## src/rtl/fast_eth_rx_pkg.sv

```systemverilog
// Package: shared constants, types and the code-group decode function
// for the receive line decoder. Assumes 5-bit code groups, with the
// first transmitted bit in the most significant position.
package fast_eth_rx_pkg;

    localparam int GRP_W  = 5;
    localparam int PAIR_W = 2 * GRP_W;

    // Start-of-stream and end-of-stream delimiter pairs.
    localparam logic [PAIR_W-1:0] START_PAIR = 10'b11000_10001;
    localparam logic [PAIR_W-1:0] END_PAIR   = 10'b01101_00111;

    typedef struct packed {
        logic       ok;
        logic [3:0] nib;
    } grp_dec_t;

    // Maps one code group to a nibble; ok is 0 for any non-data group.
    function automatic grp_dec_t decode_group(input logic [GRP_W-1:0] g);
        grp_dec_t r;
        r.ok = 1'b1;
        case (g)
            5'b11110: r.nib = 4'h0;
            5'b01001: r.nib = 4'h1;
            5'b10100: r.nib = 4'h2;
            5'b10101: r.nib = 4'h3;
            5'b01010: r.nib = 4'h4;
            5'b01011: r.nib = 4'h5;
            5'b01110: r.nib = 4'h6;
            5'b01111: r.nib = 4'h7;
            5'b10010: r.nib = 4'h8;
            5'b10011: r.nib = 4'h9;
            5'b10110: r.nib = 4'hA;
            5'b10111: r.nib = 4'hB;
            5'b11010: r.nib = 4'hC;
            5'b11011: r.nib = 4'hD;
            5'b11100: r.nib = 4'hE;
            5'b11101: r.nib = 4'hF;
            default: begin
                r.ok  = 1'b0;
                r.nib = 4'h0;
            end
        endcase
        return r;
    endfunction

endpackage

```

## src/rtl/mlt3_bit_recover.sv

```systemverilog
// Module: recovers NRZ bits from the sampled three-level line code.
// The first step rebuilds an NRZI level that toggles on every line-level
// change. The second step marks an NRZI transition as 1. Assumes one
// already-sliced sample per clock; the level codes themselves are not
// interpreted, only compared.
module mlt3_bit_recover #(
    parameter int LVL_W = 2
) (
    input  logic             clk,
    input  logic             rst_n,
    input  logic [LVL_W-1:0] lvl_i,
    output logic             nrz_o
);

    logic [LVL_W-1:0] prev_lvl_q;
    logic             nrzi_q;
    logic             nrzi_d1_q;
    logic             lvl_chg;

    assign lvl_chg = (lvl_i != prev_lvl_q);

    // Line code to NRZI: toggle the rebuilt level on each line change.
    always_ff @(posedge clk) begin
        if (!rst_n) begin
            prev_lvl_q <= '0;
            nrzi_q     <= 1'b0;
        end else begin
            prev_lvl_q <= lvl_i;
            nrzi_q     <= nrzi_q ^ lvl_chg;
        end
    end

    // NRZI to NRZ: keep the previous NRZI level for transition detection.
    always_ff @(posedge clk) begin
        if (!rst_n) nrzi_d1_q <= 1'b0;
        else        nrzi_d1_q <= nrzi_q;
    end

    assign nrz_o = nrzi_q ^ nrzi_d1_q;

endmodule

```

## src/rtl/rx_descrambler.sv

```systemverilog
// Module: additive descrambler with idle-based self-lock and lock-loss
// timeout. While unlocked, the key register is filled with inverted
// received bits, assuming the sender transmits idle (plain ones). Lock is
// declared after LOCK_ONES consecutive descrambled ones. Once locked, the
// key generator runs freely. Lock is dropped when no such run of ones
// completes within LOSS_TIMEOUT bits.
module rx_descrambler #(
    parameter int LFSR_W       = 11,
    parameter int LFSR_TAP     = 9,
    parameter int LOCK_ONES    = 30,
    parameter int LOSS_TIMEOUT = 2048
) (
    input  logic clk,
    input  logic rst_n,
    input  logic nrz_i,
    output logic dbit_o,
    output logic lock_o
);

    localparam int RUN_W   = $clog2(LOCK_ONES + 1);
    localparam int QUIET_W = $clog2(LOSS_TIMEOUT + 1);
    localparam logic [RUN_W-1:0]   RUN_FULL   = RUN_W'(LOCK_ONES);
    localparam logic [QUIET_W-1:0] QUIET_LAST = QUIET_W'(LOSS_TIMEOUT - 1);

    logic [LFSR_W-1:0]  lfsr_q, lfsr_d;
    logic [RUN_W-1:0]   run_q, run_d;
    logic [QUIET_W-1:0] quiet_q, quiet_d;
    logic               locked_q, locked_d;
    logic               dbit_q;
    logic               key;
    logic               dbit;

    assign key  = lfsr_q[LFSR_W-1] ^ lfsr_q[LFSR_TAP-1];
    assign dbit = nrz_i ^ key;

    // Next-state logic: key load or free-run, run-of-ones count, lock timer.
    always_comb begin
        if (!dbit)                run_d = '0;
        else if (run_q == RUN_FULL) run_d = run_q;
        else                      run_d = run_q + 1'b1;

        if (!locked_q) begin
            lfsr_d   = {lfsr_q[LFSR_W-2:0], ~nrz_i};
            locked_d = (run_d == RUN_FULL);
            quiet_d  = '0;
        end else begin
            lfsr_d   = {lfsr_q[LFSR_W-2:0], key};
            locked_d = 1'b1;
            if (run_d == RUN_FULL) begin
                quiet_d = '0;
            end else if (quiet_q == QUIET_LAST) begin
                quiet_d  = '0;
                locked_d = 1'b0;
                run_d    = '0;
            end else begin
                quiet_d = quiet_q + 1'b1;
            end
        end
    end

    // State registers of the descrambler and its lock tracker.
    always_ff @(posedge clk) begin
        if (!rst_n) begin
            lfsr_q   <= '0;
            run_q    <= '0;
            quiet_q  <= '0;
            locked_q <= 1'b0;
            dbit_q   <= 1'b0;
        end else begin
            lfsr_q   <= lfsr_d;
            run_q    <= run_d;
            quiet_q  <= quiet_d;
            locked_q <= locked_d;
            dbit_q   <= dbit;
        end
    end

    assign dbit_o = dbit_q;
    assign lock_o = locked_q;

endmodule

```

## src/rtl/group_aligner.sv

```systemverilog
// Module: code-group alignment, decode and nibble delivery. It searches
// the descrambled stream for the start pair while locked, then cuts
// 5-bit groups. Each group is held for one group period so that the end
// pair can be recognised before its first half is delivered. Assumes one
// descrambled bit per clock.
module group_aligner
    import fast_eth_rx_pkg::*;
(
    input  logic       clk,
    input  logic       rst_n,
    input  logic       bit_i,
    input  logic       lock_i,
    output logic       dv_o,
    output logic       er_o,
    output logic [3:0] nib_o,
    output logic       stb_o
);

    localparam int PH_W = $clog2(GRP_W);
    localparam logic [PH_W-1:0] PH_LAST = PH_W'(GRP_W - 1);

    logic [PAIR_W-1:0] win_q;
    logic [PAIR_W-1:0] win_n;
    logic [PH_W-1:0]   ph_q;
    logic              in_frame_q;
    logic [GRP_W-1:0]  pend_q;
    logic              pend_vld_q;
    logic              dv_q, er_q, stb_q;
    logic [3:0]        nib_q;
    grp_dec_t          pend_dec;

    assign win_n    = {win_q[PAIR_W-2:0], bit_i};
    assign pend_dec = decode_group(pend_q);

    // Bit window shift register for delimiter and group extraction.
    always_ff @(posedge clk) begin
        if (!rst_n) win_q <= '0;
        else        win_q <= win_n;
    end

    // Framing state machine, group hold stage and nibble output registers.
    always_ff @(posedge clk) begin
        if (!rst_n) begin
            ph_q       <= '0;
            in_frame_q <= 1'b0;
            pend_q     <= '0;
            pend_vld_q <= 1'b0;
            dv_q       <= 1'b0;
            er_q       <= 1'b0;
            nib_q      <= '0;
            stb_q      <= 1'b0;
        end else begin
            stb_q <= 1'b0;
            if (!lock_i) begin
                in_frame_q <= 1'b0;
                pend_vld_q <= 1'b0;
                dv_q       <= 1'b0;
                er_q       <= 1'b0;
            end else if (!in_frame_q) begin
                if (win_n == START_PAIR) begin
                    in_frame_q <= 1'b1;
                    ph_q       <= '0;
                    pend_vld_q <= 1'b0;
                end
            end else if (ph_q == PH_LAST) begin
                ph_q <= '0;
                if (pend_vld_q && ({pend_q, win_n[GRP_W-1:0]} == END_PAIR)) begin
                    in_frame_q <= 1'b0;
                    pend_vld_q <= 1'b0;
                    dv_q       <= 1'b0;
                    er_q       <= 1'b0;
                end else begin
                    if (pend_vld_q) begin
                        dv_q  <= 1'b1;
                        nib_q <= pend_dec.nib;
                        er_q  <= ~pend_dec.ok;
                        stb_q <= 1'b1;
                    end
                    pend_q     <= win_n[GRP_W-1:0];
                    pend_vld_q <= 1'b1;
                end
            end else begin
                ph_q <= ph_q + 1'b1;
            end
        end
    end

    assign dv_o  = dv_q;
    assign er_o  = er_q;
    assign nib_o = nib_q;
    assign stb_o = stb_q;

endmodule

```

## src/rtl/fast_eth_rx_decoder.sv

```systemverilog
// Module: top of the receive line decoder. It chains bit recovery,
// descrambling and group alignment in their fixed order. Assumes the line
// code is already sliced and sampled on the recovered symbol clock.
module fast_eth_rx_decoder #(
    parameter int LVL_W        = 2,
    parameter int LFSR_W       = 11,
    parameter int LFSR_TAP     = 9,
    parameter int LOCK_ONES    = 30,
    parameter int LOSS_TIMEOUT = 2048
) (
    input  logic             clk,
    input  logic             rst_n,
    input  logic [LVL_W-1:0] line_lvl_i,
    output logic             lock_o,
    output logic             rx_dv_o,
    output logic             rx_er_o,
    output logic [3:0]       rx_nib_o,
    output logic             nib_stb_o
);

    logic nrz_bit;
    logic plain_bit;
    logic locked;

    mlt3_bit_recover #(
        .LVL_W (LVL_W)
    ) u_bits (
        .clk   (clk),
        .rst_n (rst_n),
        .lvl_i (line_lvl_i),
        .nrz_o (nrz_bit)
    );

    rx_descrambler #(
        .LFSR_W       (LFSR_W),
        .LFSR_TAP     (LFSR_TAP),
        .LOCK_ONES    (LOCK_ONES),
        .LOSS_TIMEOUT (LOSS_TIMEOUT)
    ) u_descr (
        .clk    (clk),
        .rst_n  (rst_n),
        .nrz_i  (nrz_bit),
        .dbit_o (plain_bit),
        .lock_o (locked)
    );

    group_aligner u_align (
        .clk    (clk),
        .rst_n  (rst_n),
        .bit_i  (plain_bit),
        .lock_i (locked),
        .dv_o   (rx_dv_o),
        .er_o   (rx_er_o),
        .nib_o  (rx_nib_o),
        .stb_o  (nib_stb_o)
    );

    assign lock_o = locked;

endmodule

```

## config.mk

```make
export PLATFORM = sky130hd
export DESIGN_NAME = fast_eth_rx_decoder
export DESIGN_NICKNAME = d
export VERILOG_FILES = /design/src/rtl/fast_eth_rx_pkg.sv /design/src/rtl/mlt3_bit_recover.sv /design/src/rtl/rx_descrambler.sv /design/src/rtl/group_aligner.sv /design/src/rtl/fast_eth_rx_decoder.sv
export SDC_FILE = /design/constraint.sdc
export NUM_CORES = 1
export LEC_CHECK = 0
export BUFFER_PORTS_ARGS = -buffer_cell sky130_fd_sc_hd__buf_2
export CAP_MARGIN = 0
export CORE_MARGIN = 1.5
export CORE_UTILIZATION = 65
export DETAILED_ROUTE_END_ITERATION = 8
export GPL_ROUTABILITY_DRIVEN = 1
export PLACE_DENSITY = 0.84
export REMOVE_ABC_BUFFERS = 1
export SLEW_MARGIN = 10
export SYNTH_ARGS = -nofsm -noshare
export SYNTH_HDL_FRONTEND = slang
export SYNTH_SLANG_ARGS = --single-unit
export TNS_END_PERCENT = 1
```

## constraint.sdc

```tcl
create_clock -name clk -period 3.3 [get_ports clk]
set_clock_uncertainty 0.2 [all_clocks]
set_input_delay 0 -clock clk [delete_from_list [all_inputs] [get_ports clk]]
set_output_delay 0 -clock clk [all_outputs]
set_load 0.02 [all_outputs]
```

## Word-level counts from Yosys, hierarchy flattened

Index checks and enable logic that the tools add are counted.

- Output and inout port bits: 8
- Bits of input ports: 4
- Logic and storage cells: 93
- Flip-flop bits (word level): 60

- Mux-type cells: 26
- Eq/ne operators: 24
- Reductions and logical operators: 12
- Bitwise operators: 11
- $add $sub $neg: 3

Operators by type and width:

| kind | count |
|---|---|
| $eq 5x5->1 const B | 13 |
| $pmux 4 s15 | 1 |
| $eq 5x4->1 const B | 5 |
| $mux 5 | 5 |
| $mux 1 | 17 |
| $reduce_or 16->1 | 1 |
| $add 12x1->12 const B | 1 |
| $eq 12x11->1 const B | 1 |
| $eq 10x10->1 const B | 1 |
| $eq 10x9->1 const B | 1 |
| $mux 3 | 3 |
| $not 1->1 | 7 |
| $reduce_and 2->1 | 3 |
| $add 5x1->5 const B | 1 |
| $reduce_and 5->1 | 1 |
| $reduce_or 5->1 | 1 |
| $reduce_and 4->1 | 1 |
| $reduce_bool 2->1 | 2 |
| $reduce_or 4->1 | 1 |
| $xor 1x1->1 | 4 |
| $add 3x1->3 const B | 1 |
| $eq 3x3->1 const B | 1 |
| $reduce_and 3->1 | 1 |
| $ne 2x2->1 | 1 |
| 2 further kinds | 2 |

## Longest topological paths before layout

Gate-level depths: netlist of the first run.

- Depth after elaboration: 6
- Mapped depth: 7

## By module

Synthesis of the first run repeated with hierarchy kept, for this count alone.

- Cells, all modules: 262
- Area, all modules: 2481.1 µm²

Modules (own cells, without submodules):

| module | instances | cells an instance | area an instance (µm²) | seq. area each (µm²) |
|---|---|---|---|---|
| rx_descrambler | 1 | 128 | 1204.9 | 600.6 |
| group_aligner | 1 | 121 | 1132.3 | 520.5 |
| mlt3_bit_recover | 1 | 13 | 143.9 | 80.1 |

## Worst setup path before layout of the first run

Ideal clock, no wire load.

- Path type: register -> register
- From: reg u_descr.run_q[0]
- To: reg u_descr.quiet_q[0]
- Required time: 2962 ps
- Buffers on the path: 1
- Data arrival time: 1548 ps
- Path slack: 1414 ps
- Library setup time: 138 ps
- Cell stages (with the launch flop): 8
- Clock period less this slack: 1886 ps
- Cell sequence: dfxtp_1 > inv_1 > ha_1 > a21o_1 > a21oi_1 > o21a_1 > clkbuf_1 > a211oi_1

- Longest elaborated chain between the ends: 5

Ends and longest elaborated chain:

| item | RTL line | RTL |
|---|---|---|
| start, declared | rx_descrambler.sv:26 | `logic [RUN_W-1:0] run_q, run_d;` |
| start signal, assigned | rx_descrambler.sv:71 | `run_q <= run_d;` |
| $add 5x1->5 or $eq 5x5->1 (tied branches) | rx_descrambler.sv:40, rx_descrambler.sv:39 |  |
| $mux 5 (*) | rx_descrambler.sv:39 | `else if (run_q == RUN_FULL) run_d = run_q;` |
| $mux 5 (*) | rx_descrambler.sv:38 | `if (!dbit) run_d = '0;` |
| $eq 5x5->1 (*) | rx_descrambler.sv:49 | `if (run_d == RUN_FULL) begin` |
| $reduce_or 4->1 (no line) (*) | n/a |  |
| end signal, assigned | rx_descrambler.sv:72 | `quiet_q <= quiet_d;` |
| end, declared | rx_descrambler.sv:27 | `logic [QUIET_W-1:0] quiet_q, quiet_d;` |

Every way passes the cells marked *; elsewhere a longest branch is shown, timed or not.
A chain may end at the register's enable or synchronous reset.

## Final worst setup path of the first run

- From: reg u_descr.lfsr_q[8]
- To: reg u_descr.quiet_q[7]

- Longest elaborated chain between the ends: 5

Ends and longest elaborated chain:

| item | RTL line | RTL |
|---|---|---|
| start, declared | rx_descrambler.sv:25 | `logic [LFSR_W-1:0] lfsr_q, lfsr_d;` |
| start signal, assigned | rx_descrambler.sv:70 | `lfsr_q <= lfsr_d;` |
| $xor 1x1->1 | rx_descrambler.sv:33 | `assign key = lfsr_q[LFSR_W-1] ^ lfsr_q[LFSR_TAP-1];` |
| $xor 1x1->1 | rx_descrambler.sv:34 | `assign dbit = nrz_i ^ key;` |
| $mux 5 | rx_descrambler.sv:38 |  |
| $eq 5x5->1 | rx_descrambler.sv:49 |  |
| $reduce_or 4->1 (no line) | n/a |  |

No other way between the ends.

==> flow_summary_export.csv, run 1 <==
group,metric,value,unit
worst_hold_path,hold_end,"u_descr.lfsr_q[10]$_SDFF_PN0_",
place,dp_hpwl,3.06,mm
cells_and_area,syn_to_final_growth,11.3,%
synthesis,syn-cell-area,0.00261,mm^2
detailed_routing,routed_via_density,5.91,
pwr,swShare,0.220,
detailed_routing,drcViolationCount,0,
place,dpl_cell_area,0.00264,mm^2
pwr,peakVddDrop,0.362,mV
worst_setup_path,cp_num_buf_inv,0,
worst_setup_path,critical_path_class,"flip-flop to flip-flop",
pwr,intPower,0.00115,W
timing,final_hold_viol_count,0,
cells_and_area,drive_gt1_frac,0.120,
pwr,p_per_area,509,mW/mm^2
pwr,p_leak,1.11,nW
timing,rsz0062_at_grt,"false",
floorplan,die_h,66.3,um
synthesis,synth_cells,274,
floorplan,die_w,66.3,um
synthesis,synth.top_cell.area_share,0.461,
detailed_routing,wl,4.77,mm
worst_setup_path,cp_data_required_time,3290,ps
clocking,htreeDepth,3,
timing,timing.fmax,0.472,GHz
global_route,grt_use_total,0.245,
worst_setup_path,cpPeakStageDelay,670,ps
cells_and_area,fin_area,0.00290,mm^2
timing,setup-tns-final,0,ps
place,place_congestion,0.792,
detailed_routing,drt-met1-wl,2.27,mm
synthesis,synth.area.top_cells,"dfxtp_1 46%, and2_1 4.8%, xnor2_1 4.4%, nand2_1 3.6%, a211oi_1 3.5%",
detailed_routing,wl_met3,216,um
pwr,power_frac_clock,0.461,
floorplan,die_area,0.00440,mm^2
timing,setup_violations,0,
worst_setup_path,rr_endpoint,"u_descr.quiet_q[7]$_SDFF_PP0_",
clocking,cts-resized-gates,0,
cells_and_area,utilization,0.775,
floorplan,num_rows,22,
timing,worstMarginPinSlew,709,ps
worst_hold_path,holdPathStages,1,
synthesis,yosysWarnings,0,
synthesis,synth_edf_count,0,
worst_setup_path,reg2reg_setup_slack,1180,ps
global_route,grt_max_degree,37,
outcome,run_status,"finished clean",
worst_hold_path,worstHoldStart,"u_descr.lfsr_q[9]$_SDFF_PN0_",
global_route,grt_pass1_vias,1784,
synthesis,ys.flop_type,"dfxtp_1",
worst_hold_path,hold_path.class,"flip-flop to flip-flop",
detailed_routing,wl_met2,2.19,mm
clocking,cts_tree,"done",
timing,holdWs,235,ps
timing,min_period_over_period,0.642,
global_route,antenna_found_initial,0,
pwr,power_frac_seq,0.506,
worst_setup_path,r2r_start,"u_descr.lfsr_q[8]$_SDFF_PN0_",
cells_and_area,layout_commonest_cell,"dfxtp_1",
detailed_routing,dr.pass1.iters,4,
worst_setup_path,worstRegToRegCells,4,
detailed_routing,dr.first_iter.drc_count,204,
clocking,clockRootBuffer,"clkbuf_8",
synthesis,synth_seq_cells,60,
synthesis,syn_avg_cell_area,9.51,um^2
detailed_routing,routedWlPerCell,14.0,um
timing,fin_crit,2120,ps
synthesis,ys_seq_area_frac,0.461,
clocking,numCtsBuffers,9,
worst_setup_path,critPathTopFamily,"simple AND/OR/NAND/NOR gates",
floorplan,core_area,0.00374,mm^2
timing,timing.slew.headroom,0.525,
worst_setup_path,crit_path_start_kind,"flip-flop",
clocking,clk_path_buf_depth,2,
pwr,p_total,0.00148,W
floorplan,io_pins,12,
synthesis,ys_types,50,
worst_setup_path,worstPathCellList,"xnor2_1 -> xor2_1 -> nor3b_2 -> a211oi_1",
clocking,path_clk_slew,70,ps
worst_setup_path,cp_max_fo,12,
worst_setup_path,crit_slowest_cell,"nor3b_2",
clocking,clkSinkCount,60,
detailed_routing,highest_layer,"met4",
floorplan,start_util,0.696,
synthesis,async_reset_ff_frac,0,
detailed_routing,detail-route-antenna-nets,0,
job,max-cap-violations,0,
timing,finalMaxSlewViolations,0,
clocking,clock_latency,340,ps
global_route,grt_pass1_wl,8.00,mm
place,io_buffers,11,
synthesis,yosysTopAreaCell,"dfxtp_1",
detailed_routing,vias,2008,
pwr,p_sw,0.000325,W
global_route,grt_overflow,0,
pwr,p_comb_frac,0.033,
cells_and_area,final_cell_mix,"60 x dfxtp_1, 25 x nand2_1, 20 x and2_1",
worst_setup_path,end_kind,"flip-flop",
cells_and_area,num_antenna_cells,0,
worst_setup_path,arrival,2110,ps
cells_and_area,nNetsFinal,296,
-- cell usage after synthesis, types with 6 or more instances --
| cell type | count |
|---|---|
| a211oi_1 | 12 |
| nand3_1 | 8 |
| a21boi_0 | 6 |
| xnor2_1 | 13 |
| clkbuf_1 | 7 |
| xor2_1 | 7 |
| inv_1 | 11 |
| a21oi_1 | 6 |
| and2_1 | 20 |
| nand4_1 | 13 |
| mux2i_1 | 7 |
| nand2_1 | 25 |
| o21ai_0 | 13 |
| nor2_1 | 6 |
| dfxtp_1 | 60 |
-- stage by stage --
step / setup slack (ps) / std cells
global route: 996 / 340
global placement: 1250 / 319
finish: 1180 / 340
detailed placement: 1190 / 319
CTS: 1200 / 340
floorplan: 1420 / 259
-- cells by family after synthesis --
family          share of synthesized area
compound gates                      0.130
xor+xnor                           0.0672
fa+ha+maj                          0.0240
buf+inv                            0.0499
flops                               0.461
mux                                0.0269
simple gates                        0.241
-- power by group through the flow --
| stage | Combinational [W] | Sequential [W] | Clock (W) |
|---|---|---|---|
| detailed placement | 0.0000443 | 0.000763 | 0 |
| CTS | 0.0000494 | 0.000747 | 0.000694 |
| floorplan | 0.0000292 | 0.000761 | 0 |
| global placement | 0.0000434 | 0.000762 | 0 |
| global route | 0.0000561 | 0.000749 | 0.000733 |
| finish | 0.0000493 | 0.000747 | 0.000681 |
-- layer usage --
layer  GRT usage  up-vias
li1            -     1008
met5           0        -
met1       0.310      930
met2       0.371       56
met4       0.115        0
met3      0.0852       14
-- how the worst max path moves through the flow --
stage | startpoint | slack, ps | cells after the start | to
CTS | u_descr.lfsr_q[8]$_SDFF_PN0_ | 1200 | 4 | u_descr.quiet_q[2]$_SDFF_PP0_
global placement | u_descr.lfsr_q[8]$_SDFF_PN0_ | 1250 | 4 | u_descr.quiet_q[10]$_SDFF_PP0_
floorplan | u_descr.lock_o$_SDFF_PN0_ | 1420 | 4 | u_align.nib_o[0]$_SDFFE_PN0P_
detailed placement | u_descr.lfsr_q[8]$_SDFF_PN0_ | 1190 | 4 | u_descr.quiet_q[2]$_SDFF_PP0_
finish | u_descr.lfsr_q[8]$_SDFF_PN0_ | 1180 | 4 | u_descr.quiet_q[7]$_SDFF_PP0_
global route | u_bits.nrzi_q$_SDFF_PN0_ | 1000 | 4 | u_descr.quiet_q[0]$_SDFF_PP0_
-- sequential cells by signal, summed over array words and instances (netlist names) --
| register | cells |
|---|---|
| u_align.win_q | 9 |
| u_bits.prev_lvl_q | 2 |
| u_align.nib_o | 4 |
| u_descr.dbit_o | 1 |
| u_descr.quiet_q | 12 |
| u_descr.lock_o | 1 |
| u_descr.lfsr_q | 11 |
| u_align.er_o | 1 |
| u_align.pend_vld_q | 1 |
| u_bits.nrzi_d1_q | 1 |
| u_align.in_frame_q | 1 |
| u_align.pend_q | 5 |
| u_bits.nrzi_q | 1 |
| u_align.stb_o | 1 |
| u_descr.run_q | 5 |
| u_align.dv_o | 1 |
| u_align.ph_q | 3 |
-- area by class of cell --
| class | count | area (um^2) |
|---|---|---|
| Sequential cell | 60 | 1200 |
| Inverter | 11 | 41.3 |
| Clock inverter | 5 | 58.8 |
| Clock buffer | 11 | 151 |
| Tap cell | 48 | 60.1 |
| Timing Repair Buffer | 17 | 113 |
| Multi-Input combinational cell | 188 | 1270 |
| Fill cell | 270 | 843 |
-- timing repair --
action / CTS / global route
hold buffers: 5 / 0
buffers inserted: 0 / 0
hold endpoints to repair: 29 / 0
No activity file was read; power rests on OpenSTA's default activity.
==> run 2, diff against run 1 <==
--- a/config.mk
+++ b/config.mk
@@ -5,13 +5,14 @@
 export SDC_FILE = /design/constraint.sdc
 export NUM_CORES = 1
 export LEC_CHECK = 0
+export ABC_AREA = 1
 export BUFFER_PORTS_ARGS = -buffer_cell sky130_fd_sc_hd__buf_2
 export CAP_MARGIN = 0
 export CORE_MARGIN = 1.5
-export CORE_UTILIZATION = 65
+export CORE_UTILIZATION = 60
 export DETAILED_ROUTE_END_ITERATION = 8
 export GPL_ROUTABILITY_DRIVEN = 1
-export PLACE_DENSITY = 0.84
+export PLACE_DENSITY = 0.78
 export REMOVE_ABC_BUFFERS = 1
 export SLEW_MARGIN = 10
 export SYNTH_ARGS = -nofsm -noshare
==> constraint.sdc (replaced) <==
create_clock -name clk -period 2 [get_ports clk]
set_clock_uncertainty 0.2 [all_clocks]
set_input_delay 0 -clock clk [delete_from_list [all_inputs] [get_ports clk]]
set_output_delay 0 -clock clk [all_outputs]
set_load 0.02 [all_outputs]
==> flow_summary_export.csv, run 2 <==
group,metric,value,unit
synthesis,synth_xor_area_frac,0.0552,
synthesis,synth_edf_count,0,
place,dp_slack,197,ps
clocking,htreeDepth,3,
synthesis,ys_seq_area_frac,0.473,
clocking,path_clk_slew,60,ps
pwr,p_per_area,857,mW/mm^2
detailed_routing,wl,4.10,mm
floorplan,io_pins,12,
clocking,clock_latency,320,ps
timing,timing.slew.headroom,0.771,
global_route,antenna_found_initial,0,
synthesis,synthMuxAreaShare,0,
timing,timing.final.ws_setup,195,ps
worst_setup_path,arrival,1820,ps
cells_and_area,utilization,0.722,
outcome,run_status,"finished clean",
place,io_buffers,11,
pwr,peakVddDrop,0.803,mV
global_route,grt_pass1_vias,1747,
detailed_routing,routed_via_density,4.83,
synthesis,syn_avg_cell_area,7.90,um^2
timing,min_period_over_period,0.902,
cells_and_area,drive_gt1_frac,0.172,
timing,rsz0062_at_grt,"false",
detailed_routing,dr.first_iter.drc_count,95,
cells_and_area,top_regs,"u_descr.quiet_q x12, u_descr.lfsr_q x11, u_align.win_q x9",
timing,fin_crit,1800,ps
detailed_routing,routedWlPerCell,10.3,um
timing,finalMaxSlewViolations,0,
worst_setup_path,crit_path_start_kind,"flip-flop",
timing,worstMarginPinSlew,341,ps
synthesis,yosys.area_share.simple,0.275,
clocking,clk_path_buf_depth,2,
cells_and_area,n_fill_cell,325,
detailed_routing,detail-route-antenna-nets,0,
detailed_routing,dr.pass1.iters,4,
timing,setup-tns-final,0,ps
clocking,clockRootBuffer,"clkbuf_8",
synthesis,yosysWarnings,0,
floorplan,num_rows,23,
synthesis,syn-cell-area,0.00254,mm^2
place,dp_hpwl,2.89,mm
worst_setup_path,cp_max_fo,12,
synthesis,synth_fa_ha_area_frac,0.0247,
cells_and_area,nNetsFinal,353,
timing,timing.fmax,0.554,GHz
synthesis,ys_types,32,
synthesis,ys.flop_type,"dfxtp_1",
timing,final_hold_viol_count,0,
pwr,p_leak,1.31,nW
cells_and_area,regArea,0.00120,mm^2
synthesis,synth_top_family_by_area,"simple AND/OR/NAND/NOR gates",
job,max-cap-violations,0,
cells_and_area,syn_to_final_growth,14.7,%
synthesis,synth.area.top_cells,"dfxtp_1 47%, nand2_1 9.9%, inv_1 8.0%, a21oi_1 3.6%, xnor2_1 3.1%",
cells_and_area,largest_reg_flops,12,
global_route,grt_overflow,0,
floorplan,start_util,0.630,
cells_and_area,largest_register,"u_descr.quiet_q",
timing,setup_violations,0,
global_route,grt_pass1_wl,7.02,mm
synthesis,synth_commonest_cells,"67 x nand2_1, 60 x dfxtp_1, 54 x inv_1, 20 x nor2_1, 18 x a21oi_1",
worst_hold_path,hold_path.class,"flip-flop to flip-flop",
synthesis,synth_seq_cells,60,
floorplan,die_h,68.0,um
synthesis,synth_compound_area_frac,0.0725,
detailed_routing,vias,1927,
floorplan,die_area,0.00463,mm^2
worst_setup_path,critical_path_class,"flip-flop to flip-flop",
worst_setup_path,end_kind,"flip-flop",
clocking,clkSinkCount,60,
clocking,post_cts_buffers,0,
cells_and_area,num_antenna_cells,0,
global_route,grt_max_degree,19,
clocking,numCtsBuffers,9,
place,place_congestion,0.802,
clocking,cts_tree,"done",
synthesis,synth_cells,321,
floorplan,die_w,68.0,um
global_route,grt_use_total,0.203,
worst_setup_path,cp_data_required_time,2020,ps
synthesis,synth.top_cell.area_share,0.473,
cells_and_area,layout_commonest_cell,"nand2_1",
synthesis,async_reset_ff_frac,0,
synthesis,yosysTopAreaCell,"dfxtp_1",
detailed_routing,drcViolationCount,0,
floorplan,core_area,0.00403,mm^2
clocking,cts-resized-gates,0,
cells_and_area,multi_input_area,0.00108,mm^2
synthesis,synth_most_common_cell,"nand2_1",
cells_and_area,final_cell_mix,"67 x nand2_1, 60 x dfxtp_1, 54 x inv_1",
## run 2: logic make-up after synthesis
family,count (synthesis)
and+or+nand+nor,141
buffers and inverters,64
DFF,60
AOI/OAI and AO/OA,35
xor gates and xnor gates,16
adders and majority gates,5
## run 2: layout make-up
cell class	instances	area share
Clock buffer	11	0.0486
Sequential cell	60	0.413
Inverter	58	0.0748
Clock inverter	5	0.0258
Tap cell	50	0.0215
Multi-Input combinational cell	197	0.373
Timing Repair Buffer	18	0.0439
## run 2: per-layer routing
layer  track usage  up-vias  part of all wire
met5             0        -                 0
met4         0.103        0             0.019
met3        0.0625        9             0.035
met2         0.335       29              0.46
met1         0.237      857              0.48
li1              -     1032                 -
## run 2: critical path, cell delays in order (launching register included)
cell and delay (ps):
dfxtp_1 370, inv_1 70, ha_1 190, nand2_1 70, inv_1 80, nand3_1 80, nand2_1 80, nor2_2 140
nand4_2 120, nand3_2 110, buf_12 150, nor2_1 40
## run 2: final timing paths
check	from	end	slack (ps)	depth (start not counted)
setup / recovery	u_descr.run_q[0]$_SDFF_PN0_	u_descr.quiet_q[7]$_SDFF_PP0_	200	11
hold / removal	u_descr.lfsr_q[6]$_SDFF_PN0_	u_descr.lfsr_q[7]$_SDFF_PN0_	220	2
setup reg to reg	u_descr.run_q[0]$_SDFF_PN0_	u_descr.quiet_q[7]$_SDFF_PP0_	200	11
hold reg to reg	u_descr.lfsr_q[6]$_SDFF_PN0_	u_descr.lfsr_q[7]$_SDFF_PN0_	220	2
## run 2: repair_timing
item                                   in CTS  in global routing
endpoints found under the hold margin      20                  0
hold buffers                                3                  0
setup endpoints to repair                   0                  0
## run 2: where the power goes
| part | switching [W] | leakage [nW] | internal (W) |
|---|---|---|---|
| clock | 0.000442 | 0.113 | 0.000729 |
| combinational | 0.0000516 | 0.711 | 0.0000353 |
| sequential | 0.0000165 | 0.486 | 0.00122 |
## run 2: metrics by stage
| step | hold WS (ps) | instances | cell area (um^2) | total power, W |
|---|---|---|---|---|
| after detailed placement | 16.5 | 380 | 2660 | 0.00134 |
| after global placement | 11.2 | 380 | 2660 | 0.00134 |
| after CTS | 209 | 399 | 2910 | 0.00252 |
| after global routing | 234 | 399 | 2910 | 0.00258 |
| after floorplan | -107 | 315 | 2500 | 0.00131 |
| final | 216 | 399 | 2910 | 0.00249 |
==> run 3, diff against run 2 <==
--- a/config.mk
+++ b/config.mk
@@ -8,11 +8,13 @@
 export ABC_AREA = 1
 export BUFFER_PORTS_ARGS = -buffer_cell sky130_fd_sc_hd__buf_2
 export CAP_MARGIN = 0
+export CELL_PAD_IN_SITES_DETAIL_PLACEMENT = 1
+export CELL_PAD_IN_SITES_GLOBAL_PLACEMENT = 1
 export CORE_MARGIN = 1.5
-export CORE_UTILIZATION = 60
+export CORE_UTILIZATION = 45
 export DETAILED_ROUTE_END_ITERATION = 8
 export GPL_ROUTABILITY_DRIVEN = 1
-export PLACE_DENSITY = 0.78
+export PLACE_DENSITY_LB_ADDON = 0.1
 export REMOVE_ABC_BUFFERS = 1
 export SLEW_MARGIN = 10
 export SYNTH_ARGS = -nofsm -noshare
==> flow_summary_export.csv, run 3 (synthesis results as in run 2) <==
group,metric,value,unit
timing,setup_violations,0,
worst_setup_path,rr_endpoint,"u_descr.quiet_q[6]$_SDFF_PP0_",
cells_and_area,n_fill_cell,682,
floorplan,core_area,0.00547,mm^2
worst_setup_path,cpPeakStageDelay,350,ps
worst_hold_path,hold_path.class,"input port to flip-flop",
clocking,clockRootBuffer,"clkbuf_8",
worst_setup_path,worstPathCellList,"inv_1 -> ha_1 -> nand2_1 -> inv_1 -> nand3_1 -> nand2_1 -> nor2_2 -> nand4_2 -> nand3_2 -> buf_12 -> nor2_1",
clocking,numCtsBuffers,9,
place,place_congestion,0.767,
cells_and_area,largest_reg_flops,12,
detailed_routing,wl,5.14,mm
timing,timing.slew.headroom,0.784,
detailed_routing,dr.first_iter.drc_count,70,
outcome,run_status,"finished clean",
timing,timing.final.ws_setup,187,ps
worst_setup_path,endpoint,"u_descr.quiet_q[6]$_SDFF_PP0_",
floorplan,start_util,0.464,
pwr,peakVddDrop,0.521,mV
worst_setup_path,worstSetupStartpoint,"u_descr.run_q[0]$_SDFF_PN0_",
worst_setup_path,arrival,1840,ps
job,max-cap-violations,0,
timing,final_hold_viol_count,0,
worst_setup_path,r2r_start,"u_descr.run_q[0]$_SDFF_PN0_",
floorplan,num_rows,27,
detailed_routing,drcViolationCount,0,
pwr,p_per_area,874,mW/mm^2
timing,fin_crit,1810,ps
floorplan,io_pins,12,
clocking,clock_latency,330,ps
cells_and_area,drive_gt1_frac,0.175,
place,dpl_cell_area,0.00268,mm^2
detailed_routing,vias,1984,
worst_setup_path,critical_path_class,"flip-flop to flip-flop",
detailed_routing,detail-route-antenna-nets,0,
floorplan,die_area,0.00610,mm^2
clocking,htreeDepth,3,
timing,holdWs,222,ps
floorplan,die_w,78.1,um
detailed_routing,dr.pass1.iters,4,
place,dp_hpwl,3.66,mm
detailed_routing,routedWlPerCell,12.2,um
timing,worstMarginPinSlew,322,ps
detailed_routing,routed_via_density,4.72,
cells_and_area,top_regs,"u_descr.quiet_q x12, u_descr.lfsr_q x11, u_align.win_q x9",
timing,timing.fmax,0.552,GHz
place,dp_slack,159,ps
worst_setup_path,crit_slowest_cell,"dfxtp_2",
worst_setup_path,worstRegToRegCells,11,
timing,finalMaxSlewViolations,0,
global_route,grt_use_total,0.196,
global_route,grt_max_degree,29,
place,io_buffers,11,
clocking,path_clk_slew,70,ps
cells_and_area,final_cell_mix,"67 x nand2_1, 59 x dfxtp_1, 54 x inv_1",
global_route,grt_overflow,0,
clocking,cts_tree,"done",
worst_setup_path,cp_max_fo,12,
cells_and_area,num_antenna_cells,0,
cells_and_area,syn_to_final_growth,16.3,%
clocking,post_cts_buffers,0,
clocking,clkSinkCount,60,
timing,min_period_over_period,0.906,
worst_setup_path,reg2reg_setup_slack,190,ps
floorplan,die_h,78.1,um
timing,setup-tns-final,0,ps
cells_and_area,fin_area,0.00295,mm^2
clocking,clk_path_buf_depth,2,
timing,rsz0062_at_grt,"false",
global_route,antenna_found_initial,0,
pwr,p_leak,1.30,nW
worst_setup_path,end_kind,"flip-flop",
cells_and_area,largest_register,"u_descr.quiet_q",
global_route,grt_pass1_wl,9.32,mm
worst_setup_path,cp_data_required_time,2020,ps
global_route,grt_pass1_vias,2049,
worst_setup_path,crit_path_start_kind,"flip-flop",
cells_and_area,layout_commonest_cell,"nand2_1",
cells_and_area,nNetsFinal,352,
==> run 3: metrics by stage <==
| step | utilization | cells | power [W] |
|---|---|---|---|
| floorplan | - | 315 | 0.00131 |
| global placement | 0.490 | 401 | 0.00134 |
| detailed placement | 0.490 | 401 | 0.00135 |
| CTS | 0.539 | 420 | 0.00261 |
| global route | 0.539 | 420 | 0.00269 |
| finish | 0.539 | 420 | 0.00258 |
==> run 3: final cells by class <==
cell class	instances	area, um^2	share of cell area
Clock buffer	11	151	0.0513
Clock inverter	5	83.8	0.0284
Inverter	58	218	0.0738
Multi-Input combinational cell	197	1080	0.368
Sequential cell	60	1200	0.408
Tap cell	72	90.1	0.0305
Timing Repair Buffer	17	120	0.0407
==> run 3: repair_timing <==
item / 4_1_cts / 5_1_grt
gates resized for setup: 0 / 1
endpoints found under the hold margin: 14 / 0
hold buffers: 3 / 0
endpoints found under the setup margin: 0 / 16
==> run 3: how the worst min path moves through the flow <==
stage	startpoint	to	cells after the start
2_1_floorplan	rst_n	u_bits.prev_lvl_q[0]$_SDFF_PN0_	2
3_3_place_gp	line_lvl_i[1]	u_bits.prev_lvl_q[1]$_SDFF_PN0_	3
3_5_place_dp	line_lvl_i[1]	u_bits.prev_lvl_q[1]$_SDFF_PN0_	3
4_1_cts	line_lvl_i[1]	u_bits.prev_lvl_q[1]$_SDFF_PN0_	4
5_1_grt	u_descr.lfsr_q[3]$_SDFF_PN0_	u_descr.lfsr_q[4]$_SDFF_PN0_	2
6_report	line_lvl_i[1]	u_bits.prev_lvl_q[1]$_SDFF_PN0_	4
==> run 3: worst max-delay path, delay by kind of cell, from the launching register on <==
family / cells / cell delay, ps
fa+ha+maj: 1 / 190
buf+inv: 3 / 290
flops: 1 / 350
simple gates: 7 / 680
==> run 3: per-layer routing <==
layer | vias up | GRT usage | wire length (um)
met1 | 924 | 0.240 | 2510
met5 | - | 0 | 0
met2 | 18 | 0.326 | 2410
met3 | 11 | 0.0384 | 109
met4 | 0 | 0.102 | 111
li1 | 1031 | - | -
==> run 3: report_power, final <==
part	switching [W]	total [W]	internal, W	leakage, nW
Clock	0.000483	0.00125	0.000771	0.112
Sequential	0.0000168	0.00123	0.00122	0.486
Combinational	0.0000558	0.0000899	0.0000342	0.706
